File: src/rtl/dbg_cyc_pkg.sv
package dbg_cyc_pkg;

    localparam int CTL_W    = 16;
    localparam int N_SRC_FL = 3;   // arm, halt, zero source fields

    typedef enum logic [2:0] {
        MODE_OFF    = 3'd0,
        MODE_REACT  = 3'd1,
        MODE_RSV2   = 3'd2,
        MODE_RSV3   = 3'd3,
        MODE_FETCH  = 3'd4,
        MODE_ALLBUS = 3'd5,
        MODE_CPU    = 3'd6,
        MODE_DMA    = 3'd7
    } inc_mode_e;

    // Meaning of codes 0 and 3 depends on the field using them.
    typedef enum logic [1:0] {
        SRC_CODE0 = 2'b00,
        SRC_REACT = 2'b01,
        SRC_PEER  = 2'b10,
        SRC_CODE3 = 2'b11
    } src_sel_e;

    typedef struct packed {
        logic [1:0] spare_hi;   // 15:14
        src_sel_e   zero_src;   // 13:12
        src_sel_e   halt_src;   // 11:10
        src_sel_e   arm_src;    // 9:8
        logic       spare_b7;   // 7
        logic       zero_req;   // 6
        logic [2:0] spare_mid;  // 5:3
        inc_mode_e  mode;       // 2:0
    } ctl_word_t;

    typedef enum logic {
        ST_HOLD  = 1'b0,
        ST_COUNT = 1'b1
    } run_state_e;

endpackage

File: src/rtl/dbg_cyc_evsel.sv
module dbg_cyc_evsel
    import dbg_cyc_pkg::*;
(
    input  logic     clk,
    input  logic     rst_n,
    input  src_sel_e arm_src,
    input  src_sel_e halt_src,
    input  src_sel_e zero_src,
    input  logic     ev_react,
    input  logic     cpu_halted,
    input  logic     peer_start,
    output logic     arm_hit,
    output logic     halt_hit,
    output logic     zero_hit
);

    logic halted_q;
    logic halt_edge;
    logic release_edge;

    always_ff @(posedge clk) begin
        if (!rst_n) halted_q <= 1'b0;
        else        halted_q <= cpu_halted;
    end

    assign halt_edge    =  cpu_halted & ~halted_q;
    assign release_edge = ~cpu_halted &  halted_q;

    // Field index: 0 arm, 1 halt, 2 zero.
    src_sel_e              sel [N_SRC_FL];
    logic [N_SRC_FL-1:0]   code0_ev;
    logic [N_SRC_FL-1:0]   code3_ev;
    logic [N_SRC_FL-1:0]   hit;

    assign sel[0] = arm_src;
    assign sel[1] = halt_src;
    assign sel[2] = zero_src;

    // Code 0: arm on release, halt on halt edge, zero never.
    assign code0_ev = {1'b0, halt_edge, release_edge};
    // Code 3: arm always, halt never, zero never (reserved).
    assign code3_ev = {1'b0, 1'b0, 1'b1};

    function automatic logic pick_src(
        input src_sel_e s,
        input logic     c0,
        input logic     c3,
        input logic     re,
        input logic     pe
    );
        logic r;
        unique case (s)
            SRC_CODE0: r = c0;
            SRC_REACT: r = re;
            SRC_PEER:  r = pe;
            SRC_CODE3: r = c3;
            default:   r = 1'b0;
        endcase
        return r;
    endfunction

    generate
        for (genvar f = 0; f < N_SRC_FL; f++) begin : g_field
            assign hit[f] = pick_src(sel[f], code0_ev[f], code3_ev[f],
                                     ev_react, peer_start);
        end
    endgenerate

    assign arm_hit  = hit[0];
    assign halt_hit = hit[1];
    assign zero_hit = hit[2];

endmodule

File: src/rtl/dbg_cyc_incsel.sv
module dbg_cyc_incsel
    import dbg_cyc_pkg::*;
(
    input  inc_mode_e mode,
    input  logic      ev_react,
    input  logic      ev_fetch,
    input  logic      ev_cpu_bus,
    input  logic      ev_dma_bus,
    output logic      inc_hit
);

    always_comb begin
        unique case (mode)
            MODE_REACT:  inc_hit = ev_react;
            MODE_FETCH:  inc_hit = ev_fetch;
            MODE_ALLBUS: inc_hit = ev_cpu_bus | ev_dma_bus;
            MODE_CPU:    inc_hit = ev_cpu_bus & ~ev_dma_bus;
            MODE_DMA:    inc_hit = ev_dma_bus;
            MODE_OFF,
            MODE_RSV2,
            MODE_RSV3:   inc_hit = 1'b0;
            default:     inc_hit = 1'b0;
        endcase
    end

endmodule

File: src/rtl/dbg_cyc_fsm.sv
module dbg_cyc_fsm
    import dbg_cyc_pkg::*;
(
    input  logic clk,
    input  logic rst_n,
    input  logic ctl_wr,
    input  logic arm_hit,
    input  logic halt_hit,
    output logic running,
    output logic start_pulse
);

    run_state_e state_q;
    run_state_e state_d;
    logic       pulse_q;
    logic       pulse_d;

    // Next state and the entry pulse.
    always_comb begin
        state_d = state_q;
        pulse_d = 1'b0;
        if (ctl_wr) begin
            state_d = ST_HOLD;
        end else begin
            unique case (state_q)
                ST_HOLD: begin
                    if (arm_hit) begin
                        state_d = ST_COUNT;
                        pulse_d = 1'b1;
                    end
                end
                ST_COUNT: begin
                    if (halt_hit) state_d = ST_HOLD;
                end
                default: state_d = ST_HOLD;
            endcase
        end
    end

    // State register.
    always_ff @(posedge clk) begin
        if (!rst_n) begin
            state_q <= ST_HOLD;
            pulse_q <= 1'b0;
        end else begin
            state_q <= state_d;
            pulse_q <= pulse_d;
        end
    end

    assign running     = (state_q == ST_COUNT);
    assign start_pulse = pulse_q;

endmodule

File: src/rtl/dbg_cyc_acc.sv
module dbg_cyc_acc #(
    parameter  int WORD_W = 16,
    localparam int CNT_W  = 2 * WORD_W
) (
    input  logic              clk,
    input  logic              rst_n,
    input  logic              zero_now,
    input  logic              bump,
    input  logic              lo_rd,
    output logic [WORD_W-1:0] word_lo,
    output logic [WORD_W-1:0] word_hi
);

    logic [CNT_W-1:0]  count_q;
    logic [WORD_W-1:0] hi_shadow_q;

    always_ff @(posedge clk) begin
        if (!rst_n)        count_q <= '0;
        else if (zero_now) count_q <= '0;
        else if (bump)     count_q <= count_q + 1'b1;
    end

    always_ff @(posedge clk) begin
        if (!rst_n)     hi_shadow_q <= '0;
        else if (lo_rd) hi_shadow_q <= count_q[CNT_W-1:WORD_W];
    end

    assign word_lo = count_q[WORD_W-1:0];
    assign word_hi = hi_shadow_q;

endmodule

File: src/rtl/dbg_cyc_counter.sv
module dbg_cyc_counter
    import dbg_cyc_pkg::*;
#(
    parameter int WORD_W = 16
) (
    input  logic              clk,
    input  logic              rst_n,
    input  logic              ctl_wr,
    input  logic [CTL_W-1:0]  ctl_wdata,
    input  logic              ev_react,
    input  logic              ev_fetch,
    input  logic              ev_cpu_bus,
    input  logic              ev_dma_bus,
    input  logic              cpu_halted,
    input  logic              peer_start,
    input  logic              lo_rd,
    output logic [WORD_W-1:0] word_lo,
    output logic [WORD_W-1:0] word_hi,
    output logic              running,
    output logic              start_pulse
);

    ctl_word_t ctl_in;
    inc_mode_e mode_q;
    src_sel_e  arm_q;
    src_sel_e  halt_q;
    src_sel_e  zsrc_q;

    logic arm_hit;
    logic stop_hit;
    logic clear_hit;
    logic inc_hit;
    logic zero_now;
    logic bump;
    logic unused_spare;

    assign ctl_in       = ctl_word_t'(ctl_wdata);
    assign unused_spare = ^{ctl_in.spare_hi, ctl_in.spare_b7, ctl_in.spare_mid};

    always_ff @(posedge clk) begin
        if (!rst_n) begin
            mode_q <= MODE_OFF;
            arm_q  <= SRC_CODE0;
            halt_q <= SRC_CODE0;
            zsrc_q <= SRC_CODE0;
        end else if (ctl_wr) begin
            mode_q <= ctl_in.mode;
            arm_q  <= ctl_in.arm_src;
            halt_q <= ctl_in.halt_src;
            zsrc_q <= ctl_in.zero_src;
        end
    end

    dbg_cyc_evsel u_evsel (
        .clk        (clk),
        .rst_n      (rst_n),
        .arm_src    (arm_q),
        .halt_src   (halt_q),
        .zero_src   (zsrc_q),
        .ev_react   (ev_react),
        .cpu_halted (cpu_halted),
        .peer_start (peer_start),
        .arm_hit    (arm_hit),
        .halt_hit   (stop_hit),
        .zero_hit   (clear_hit)
    );

    dbg_cyc_incsel u_incsel (
        .mode       (mode_q),
        .ev_react   (ev_react),
        .ev_fetch   (ev_fetch),
        .ev_cpu_bus (ev_cpu_bus),
        .ev_dma_bus (ev_dma_bus),
        .inc_hit    (inc_hit)
    );

    dbg_cyc_fsm u_fsm (
        .clk         (clk),
        .rst_n       (rst_n),
        .ctl_wr      (ctl_wr),
        .arm_hit     (arm_hit),
        .halt_hit    (stop_hit),
        .running     (running),
        .start_pulse (start_pulse)
    );

    // A write owns its cycle: only its zero request may touch the count.
    assign zero_now = ctl_wr ? ctl_in.zero_req : clear_hit;
    assign bump     = running & inc_hit & ~ctl_wr;

    dbg_cyc_acc #(.WORD_W(WORD_W)) u_acc (
        .clk      (clk),
        .rst_n    (rst_n),
        .zero_now (zero_now),
        .bump     (bump),
        .lo_rd    (lo_rd),
        .word_lo  (word_lo),
        .word_hi  (word_hi)
    );

endmodule

File: config.mk
export PLATFORM = sky130hd
export DESIGN_NAME = dbg_cyc_counter
export DESIGN_NICKNAME = d
export VERILOG_FILES = /design/src/rtl/dbg_cyc_pkg.sv /design/src/rtl/dbg_cyc_evsel.sv /design/src/rtl/dbg_cyc_incsel.sv /design/src/rtl/dbg_cyc_fsm.sv /design/src/rtl/dbg_cyc_acc.sv /design/src/rtl/dbg_cyc_counter.sv
export SDC_FILE = /design/constraint.sdc
export NUM_CORES = 1
export LEC_CHECK = 0
export BUFFER_PORTS_ARGS = -buffer_cell sky130_fd_sc_hd__buf_2
export CAP_MARGIN = 20
export CORE_MARGIN = 2
export CORE_UTILIZATION = 29
export CTS_CLUSTER_DIAMETER = 150
export DETAILED_ROUTE_END_ITERATION = 8
export HOLD_SLACK_MARGIN = 0.06
export MAX_ROUTING_LAYER = met4
export PLACE_DENSITY = 0.57
export SETUP_SLACK_MARGIN = 0.3
export SYNTH_ARGS = -nofsm -noshare
export SYNTH_HDL_FRONTEND = slang
export SYNTH_SLANG_ARGS = --single-unit
File: constraint.sdc
create_clock -name clk -period 2.37 [get_ports clk]
set_input_delay 0.474 -clock clk [delete_from_list [all_inputs] [get_ports clk]]
set_output_delay 0.474 -clock clk [all_outputs]
set_load 0.02 [all_outputs]
* Word-level counts from Yosys, hierarchy flattened
Index checks and enable logic that the tools add are counted.
** Operators by class
- Bitwise gates (word level) :: 12
- Add/sub/neg operators :: 1
- Mux-type cells :: 8
- Reduce and logical (&&, ||, !) cells :: 9
- Eq/ne operators :: 16
** Operators with widths (count)
- adder 32 x 1 -> 32 bit, second input constant :: 1
- equality test 2 bit, second input constant :: 6
- equality test 3 bit, second input constant :: 4
- case mux 1 bit (4 select lines) :: 2
- equality test 2 x 1 -> 1 bit, second input constant :: 3
- equality test 3 x 2 -> 1 bit, second input constant :: 2
- logical NOT 2 bit :: 3
- inverter 1 bit :: 6
- case mux 1 bit (6 select lines) :: 1
- OR reduction 2 bit :: 3
- OR reduction 3 bit :: 2
- AND 1 bit :: 5
- equality test 3 x 1 -> 1 bit, second input constant :: 1
- logical NOT 3 bit :: 1
- two-way mux 1 bit :: 3
- case mux 1 bit (3 select lines) :: 1
- case mux 1 bit (2 select lines) :: 1
- OR 1 bit :: 1
** Word-level totals
- Register bits :: 60
- Output and inout bits :: 34
- Input bits :: 26

* Logic depth before layout (Yosys ltp)
Gate-level depths: netlist (run 1).
- Depth after elaboration :: 5
- Gate-level depth with buffers :: 8
- Gate-level depth less buffers :: 5

* Cells and area by module
Synthesis (run 1) repeated with hierarchy kept, for this count alone.
** Unflattened totals
- Cell total of the unflattened synthesis :: 303
- Area, all modules :: 2826.5 um2
** Modules (own cells, without submodules)
- dbg_cyc_acc :: times used 1, sequential area each 960.9 um2, area an instance 2249.7 um2, cells each 243
- dbg_cyc_counter :: times used 1, sequential area each 180.2 um2, area an instance 360.3 um2, cells each 31
- dbg_cyc_evsel :: times used 1, sequential area each 20.0 um2, area an instance 96.3 um2, cells each 13
- dbg_cyc_fsm :: times used 1, sequential area each 40.0 um2, area an instance 72.6 um2, cells each 7
- dbg_cyc_incsel :: times used 1, sequential area each 0.0 um2, area an instance 47.5 um2, cells each 9

* Worst setup path after synthesis (run 1)
No wires, ideal clock.
- Path kind :: input-to-reg
- Start :: in ctl_wr
- End :: reg u_acc.count_q[18]
- Buffers on the path :: 2
- Data required time :: 2.300 ns
- Setup time :: 0.070 ns
- Cell stages on the path :: 7
- Slack :: 0.226 ns
- Arrival time :: 2.074 ns
- Path through :: buf_2 -> nor2b_4 -> o311ai_2 -> or4b_4 -> buf_6 -> or3_1 -> a21oi_1
** Between the ends
- Longest elaborated chain between the ends :: 2
- Elaborated cells on any way between the ends :: 4
- Classes of those cells :: mux (1); bitwise (2); reduce/logical (1)
** Ends and longest elaborated chain
- from (decl) :: RTL line dbg_cyc_counter.sv:8 : input logic ctl_wr,
- two-way mux 1 bit / inverter 1 bit (equally long branches) :: RTL line dbg_cyc_counter.sv:88, dbg_cyc_counter.sv:89
- OR reduction 2 bit (no line) / AND 1 bit (equally long branches)
- to (signal assigned) :: RTL line dbg_cyc_acc.sv:20 : else if (bump) count_q <= count_q + 1'b1;
- to (decl) :: RTL line dbg_cyc_acc.sv:14 : logic [CNT_W-1:0] count_q;
Several ways; a longest one is shown, not always the timed one.
A chain may end at the register's enable or synchronous reset.

* Worst setup path in the final report (run 1)
- Start :: reg u_acc.count_q[3]
- End :: reg u_acc.count_q[30]
** Between the ends
- Longest elaborated chain between the ends :: 1
** Ends and longest elaborated chain (RTL line)
- adder 32 x 1 -> 32 bit :: dbg_cyc_acc.sv:20
Every way passes these cells.

==> results of run 1 <==
[registers in the layout (all words and copies together), names as in the netlist]
register,flops
arm_q,2
halt_q,2
u_acc.word_hi,16
u_fsm.running,1
u_evsel.halted_q,1
mode_q,3
zsrc_q,2
u_acc.count_q,32
u_fsm.start_pulse,1
[per-stage QoR]
| step | util | instances | area [um2] | setup slack, ns | hold slack, ns |
|---|---|---|---|---|---|
| after detailed placement | 0.327 | 464 | 3140 | 0.118 | 0.483 |
| after global routing | 0.351 | 481 | 3370 | 0.291 | 0.358 |
| after global placement | 0.327 | 464 | 3140 | 0.151 | 0.465 |
| after CTS | 0.348 | 480 | 3340 | 0.308 | 0.357 |
| after floorplan | - | 302 | 2840 | 0.307 | 0.452 |
| final | 0.351 | 481 | 3370 | 0.375 | 0.379 |
[what timing repair did]
item,CTS,global route
gates cloned,0,1
pin swaps,0,1
hold buffers,0,0
gates resized for setup,1,13
endpoints found under the setup margin,1,12
[final timing paths]
| path | end | slack, ns | start | cells past startpoint |
|---|---|---|---|---|
| min | u_evsel.halted_q | 0.38 | cpu_halted | 2 |
| min reg2reg | u_fsm.start_pulse | 0.48 | u_fsm.running | 1 |
| max reg2reg | u_acc.count_q[30] | 0.37 | u_acc.count_q[3] | 5 |
| max | u_acc.count_q[30] | 0.37 | u_acc.count_q[3] | 5 |
[synthesized netlist by cell type, drive strengths merged]
cell type,count
nor2b,27
a21o,1
mux2i,26
nor2,20
o311ai,2
clkbuf,11
nand2b,1
nor4b,4
and3b,3
o211ai,2
ha,1
inv,2
dfxtp,60
and3,2
a211oi,2
nand4,4
and4,4
nand2,14
nand3b,2
a21oi,16
nor3b,3
o31ai,10
or2,1
o21a,1
a22oi,1
or4b,1
nor3,5
and2,2
and4bb,1
xnor2,15
buf,20
or3,8
nand3,8
o21ai,8
nor4,5
or4,9
[final cells by class]
type / instances / area share
tap: 133 / 0.0494
sequential: 60 / 0.360
multi-input combinational: 210 / 0.434
clock buffer: 10 / 0.0409
timing repair buffer: 60 / 0.0944
inverter: 2 / 0.00223
clock inverter: 6 / 0.0189
[routing by layer]
metal,up-vias,part of all wire,global-route usage
met3,4,0.037,0.0353
met5,-,0,-
met4,0,0.010,0.0554
met1,1025,0.50,0.155
met2,43,0.46,0.180
li1,1148,-,-
[cell families (layout without fill, tap and decap cells)]
kind of cell             count (synthesis)  after routing
AO/OA/AOI/OAI                           43             43
XOR/XNOR                                15             15
adder cells (fa/ha/maj)                  1              1
buffers and inverters                   33             78
flip-flops                              60             60
multiplexers                            26             26
AND/OR/NAND/NOR                        124            125
[power breakdown]
part	total [mW]	switching (mW)	leakage (nW)	internal (mW)
logic	0.116	0.0648	0.654	0.0509
clock network	0.930	0.418	0.0983	0.512
registers	1.03	0.0114	0.489	1.02
total	2.08	0.494	1.24	1.58
==> flow_metrics.env, run 1 <==
export IMPL_synth_top_area_share=0.425
export IMPL_worstSetupPathType="reg2reg"
export IMPL_leakage_nw=1.24
export IMPL_start_util=0.295
export IMPL_cts_made_buffers=9
export IMPL_ant_nets=0
export IMPL_finalWirelength_mm=6.11
export IMPL_hp_class="in2reg"
export IMPL_portBuffers=53
export IMPL_irDropWorstVdd_mv=0.271
export IMPL_crit_arrival_ns=2.26
export IMPL_slowest_delay_ns=0.57
export IMPL_p_per_area_nw_per_um2=616
export IMPL_synth_adder_area_share=0.00443
export IMPL_synth_simple_gate_area_frac=0.263
export IMPL_synth_area_um2=2830
export IMPL_dieArea_um2=10600
export IMPL_antenna_found_initial=0
export IMPL_grt_pass1_wl_mm=9.73
export IMPL_cp_slowest_cell="or4b_4"
export IMPL_synth_compound_area_frac=0.101
export IMPL_syn_inst=302
export IMPL_core_um2=9590
export IMPL_maxCapViolations=0
export IMPL_end_kind="flop"
export IMPL_h_tree_depth=3
export IMPL_yosysSeqAreaShare=0.425
export IMPL_vias=2220
export IMPL_startpoint_type="flop"
export IMPL_post_cts_buffers=0
export IMPL_dp_hpwl_mm=3.94
export IMPL_multiInputGateArea_um2=1460
export IMPL_cts_tree="built"
export IMPL_min_period_ns=2.00
export IMPL_grt_start_max_net_pins=33
export IMPL_root_buffer="clkbuf_8"
export IMPL_synth_area_mux_share=0.0921
export IMPL_rows=36
export IMPL_synthXorXnorAreaFrac=0.0465
export IMPL_drive_above_1_share=0.270
export IMPL_yosysWarnings=0
export IMPL_worstMarginPinSlew_ns=0.493
export IMPL_finalSetupViolCount=0
export IMPL_wl_per_cell_um=12.7
export IMPL_ios=60
export IMPL_diodes=0
export IMPL_place_congestion=0.733
export IMPL_hold_viol=0
export IMPL_slew_viol_final=0
export IMPL_rsz0062_at_grt="false"
export IMPL_grt_pass1_vias=2046
export IMPL_ys_ff_latch=60
export IMPL_final_seq_area_um2=1210
export IMPL_vias_per_cell=4.62
export IMPL_synth_top_family_by_area="simple AND/OR/NAND/NOR gates"
export IMPL_clock_skew_ns=0.00956
export IMPL_layout_common_cells="53 x dfxtp_1, 53 x buf_2, 26 x mux2i_1"
export IMPL_fp_dieH_um=103
export IMPL_total_power_mw=2.08
export IMPL_cp_required_ns=2.64
export IMPL_grt_total_usage=0.122
export IMPL_cp_max_fo=7
export IMPL_cts_sinks=60
export IMPL_crit_buf_inv=0
export IMPL_outcome="finished clean"
export IMPL_worstPathCellList="and4_4, nand2_1, or4b_4, or4_1, a21oi_1"
export IMPL_drc=0
export IMPL_drt_iter0_markers=84
export IMPL_fmax_ghz=0.501
export IMPL_crit_family="simple AND/OR/NAND/NOR gates"
export IMPL_ys_types=42
export IMPL_synth_largest_area_cell="dfxtp_1"
export IMPL_clk_pin_slew_ns=0.07
export IMPL_fill_cells=991
export IMPL_grt_remaining_overflow=0
export IMPL_synth_area_per_cell_um2=9.36
export IMPL_nets=370
export IMPL_first_pass_iters=4
export IMPL_die_w_um=103
export IMPL_synth_nets=329
export IMPL_insertion_delay_ns=0.34
export IMPL_netlist_top_cells_area="dfxtp_1 42%, mux2i_1 9.2%, nor2b_1 5.8%"
export IMPL_relSlewSlack=0.671
export IMPL_setup_tns_final_ns=0
export IMPL_area_growth_pct=19.2
export IMPL_finalCritPeriodShare=0.842
export IMPL_cts_buffer_depth=2
Power figures use the tool's default switching activity.
==> run 2: changes to the inputs <==
ABC_AREA = 1   (was default)
PLACE_DENSITY = 0.58   (was 0.57)
clock period = 1.8 ns   (was 2.37 ns; I/O delays follow)
==> run 2 against run 1 <==
  * Non-clock buffer count rose by 3
  * Global-route usage is 2.6 points higher
  * Sequential share of layout area shrank 5.1 points
  * Hold slack got worse by 0.16 ns
  * Die area grew 15%
  * Combinational power rose by 68%
  * Register-to-register slack worse by 0.04 ns
  * Area after synthesis rose by 16%
==> flow_metrics.env, run 2 <==
export IMPL_slew_viol_final=0
export IMPL_path_common_cell="nand2_1"
export IMPL_holdPathStages=3
export IMPL_first_pass_iters=4
export IMPL_yosys_top_cells_count="135 x nand2_1, 60 x dfxtp_1, 60 x nor2_1, 47 x a21oi_1, 41 x inv_1"
export IMPL_setup_tns_final_ns=0
export IMPL_ys_ff_latch=60
export IMPL_die_w_um=110
export IMPL_hp_class="in2reg"
export IMPL_antenna_found_initial=0
export IMPL_cts_tree="built"
export IMPL_dp_cells=659
export IMPL_drc=0
export IMPL_r2r_slack_ns=0.33
export IMPL_largest_reg_flops=32
export IMPL_synth_top_area_share=0.366
export IMPL_p_per_area_nw_per_um2=840
export IMPL_rows=38
export IMPL_min_period_ns=1.47
export IMPL_leakage_nw=1.55
export IMPL_outcome="finished clean"
export IMPL_cp_slowest_cell="dfxtp_2"
export IMPL_drive_above_1_share=0.273
export IMPL_grt_pass1_wl_mm=13.4
export IMPL_finalSetupViolCount=0
export IMPL_area_growth_pct=21.2
export IMPL_startpoint_type="flop"
export IMPL_drt_iter0_markers=158
export IMPL_hold_viol=0
export IMPL_mostFrequentLayoutCell="nand2_1"
export IMPL_ant_nets=0
export IMPL_cp_max_fo=6
export IMPL_ios=60
export IMPL_start_util=0.300
export IMPL_root_buffer="clkbuf_16"
export IMPL_finalWirelength_mm=8.40
export IMPL_grt_start_max_net_pins=31
export IMPL_fin_cells=679
export IMPL_maxCapViolations=0
export IMPL_layout_common_cells="134 x nand2_1, 57 x nor2_1, 53 x buf_2"
export IMPL_rr_endpoint="u_acc.count_q[28]"
export IMPL_grt_total_usage=0.148
export IMPL_async_reset_ff_frac=0
export IMPL_portBuffers=53
export IMPL_synth_most_common_cell="nand2_1"
export IMPL_worstSetupPathType="reg2reg"
export IMPL_syn_inst=492
export IMPL_vias=3084
export IMPL_nets=561
export IMPL_grt_remaining_overflow=0
export IMPL_final_seq_area_um2=1230
export IMPL_rsz0062_at_grt="true"
export IMPL_clock_skew_ns=0.00513
export IMPL_total_power_mw=3.34
export IMPL_slowest_delay_ns=0.37
export IMPL_insertion_delay_ns=0.33
export IMPL_reg2regPathDepth=10
export IMPL_cts_sinks=60
export IMPL_cts_buffer_depth=2
export IMPL_ys_types=24
export IMPL_multiInputGateArea_um2=1750
export IMPL_place_congestion=0.938
export IMPL_hp_start="cpu_halted"
export IMPL_yosysWarnings=0
export IMPL_worstMarginPinSlew_ns=0.425
export IMPL_synth_nets=519
export IMPL_wl_per_cell_um=12.4
export IMPL_vias_per_cell=4.54
export IMPL_core_um2=10900
export IMPL_grt_pass1_vias=2816
export IMPL_fmax_ghz=0.681
export IMPL_synth_edf_count=0
export IMPL_fill_cells=1166
export IMPL_synth_area_per_cell_um2=6.67
export IMPL_dp_hpwl_mm=6.32
export IMPL_yosysSeqAreaShare=0.366
export IMPL_netlist_top_cells_area="dfxtp_1 37%, nand2_1 15%, a21oi_1 7.2%"
export IMPL_crit_arrival_ns=1.68
export IMPL_holdPathEnd="u_evsel.halted_q"
export IMPL_worstPathCellList="ha_4, inv_1, nor2_4, inv_1, nor2_4, nand2_1, nand2_1, nand2_1, nand2_1, a21oi_2"
export IMPL_fp_dieH_um=110
export IMPL_relSlewSlack=0.716
export IMPL_diodes=0
export IMPL_dieArea_um2=12200
export IMPL_largest_register="u_acc.count_q"
export IMPL_synth_top_flop_cell="dfxtp_1"
export IMPL_synth_area_um2=3280
export IMPL_regToRegStartpoint="u_acc.count_q[1]"
export IMPL_synth_largest_area_cell="dfxtp_1"
export IMPL_cts_made_buffers=9
export IMPL_clk_pin_slew_ns=0.06
export IMPL_irDropWorstVdd_mv=0.379
export IMPL_end_kind="flop"
export IMPL_finalCritPeriodShare=0.815
export IMPL_cp_required_ns=2.02
export IMPL_h_tree_depth=3
## run 2: changes by cell type after synthesis, sizes merged, moves of 12 or more
| cell | previous run | this run |
|---|---|---|
| a21oi | 16 | 51 |
| inv | 2 | 44 |
| mux2i | 26 | 0 |
| nand2 | 14 | 148 |
| nand3 | 8 | 25 |
| nor2 | 20 | 81 |
| nor2b | 27 | 0 |
| o21ai | 8 | 31 |
| xnor2 | 15 | 3 |
## run 2: kinds of logic (layout without fill, tap and decap cells)
group	Yosys count	after routing	synth area share
flops	60	60	0.366
buf+inv	76	123	0.114
fa+ha+maj	1	1	0.00381
compound gates	83	83	0.132
xor+xnor	9	9	0.0240
simple gates	263	263	0.361
## run 2: critical path, delay by kind of cell (launching register included)
family	cells	cell delay (ns)
adder cells (fa/ha/maj)	1	0.15
AND/OR/NAND/NOR	6	0.61
buffers and inverters	2	0.16
flip-flops	1	0.37
AO/OA/AOI/OAI	1	0.05
## run 2: worst max path at each step
stage | from | endpoint | slack, ns | depth (start not counted)
after CTS | u_acc.count_q[1] | u_acc.count_q[28] | 0.31 | 10
after global routing | u_acc.count_q[1] | u_acc.count_q[28] | 0.26 | 10
after detailed placement | u_acc.count_q[1] | u_acc.count_q[28] | 0.22 | 10
after global placement | u_acc.count_q[1] | u_acc.count_q[28] | 0.22 | 10
final | u_acc.count_q[1] | u_acc.count_q[28] | 0.33 | 10
after floorplan | u_acc.count_q[0] | u_acc.count_q[28] | 0.36 | 10
## run 2: timing repair
| item | CTS | global route |
|---|---|---|
| hold endpoints to repair | 0 | 0 |
| pin swaps | 2 | 6 |
| gates resized for setup | 1 | 34 |
| buffers inserted | 2 | 2 |
| endpoints found under the setup margin | 5 | 27 |
| hold buffers | 0 | 0 |
## run 2: metrics by stage
stage | cell area (um2) | utilization | setup slack (ns) | hold WS, ns
3_5_place_dp | 3560 | 0.326 | 0.220 | 0.468
6_report | 3980 | 0.364 | 0.333 | 0.224
5_1_grt | 3980 | 0.364 | 0.257 | 0.226
2_1_floorplan | 3280 | - | 0.358 | 0.447
3_3_place_gp | 3560 | 0.326 | 0.224 | 0.464
4_1_cts | 3890 | 0.355 | 0.306 | 0.217
## run 2: metal layers
metal	wire [um]	track usage	up-vias	part of all wire
met5	0	-	-	0
met3	364	0.0323	11	0.043
met1	3880	0.178	1390	0.46
met2	4060	0.242	51	0.48
met4	106	0.0563	0	0.013
li1	-	-	1632	-
## run 2: area by class of cell
type | instances | share of cell area
multi-input combinational | 356 | 0.440
timing repair buffer | 63 | 0.0865
sequential | 60 | 0.309
tap | 140 | 0.0441
clock inverter | 6 | 0.0179
inverter | 44 | 0.0422
clock buffer | 10 | 0.0601
## run 2: power by group
part | leakage [nW] | switching [mW] | internal, mW | total, mW
registers | 0.500 | 0.0158 | 1.36 | 1.38
clock network | 0.146 | 0.645 | 1.12 | 1.76
logic | 0.901 | 0.129 | 0.0661 | 0.195
total | 1.55 | 0.790 | 2.55 | 3.34
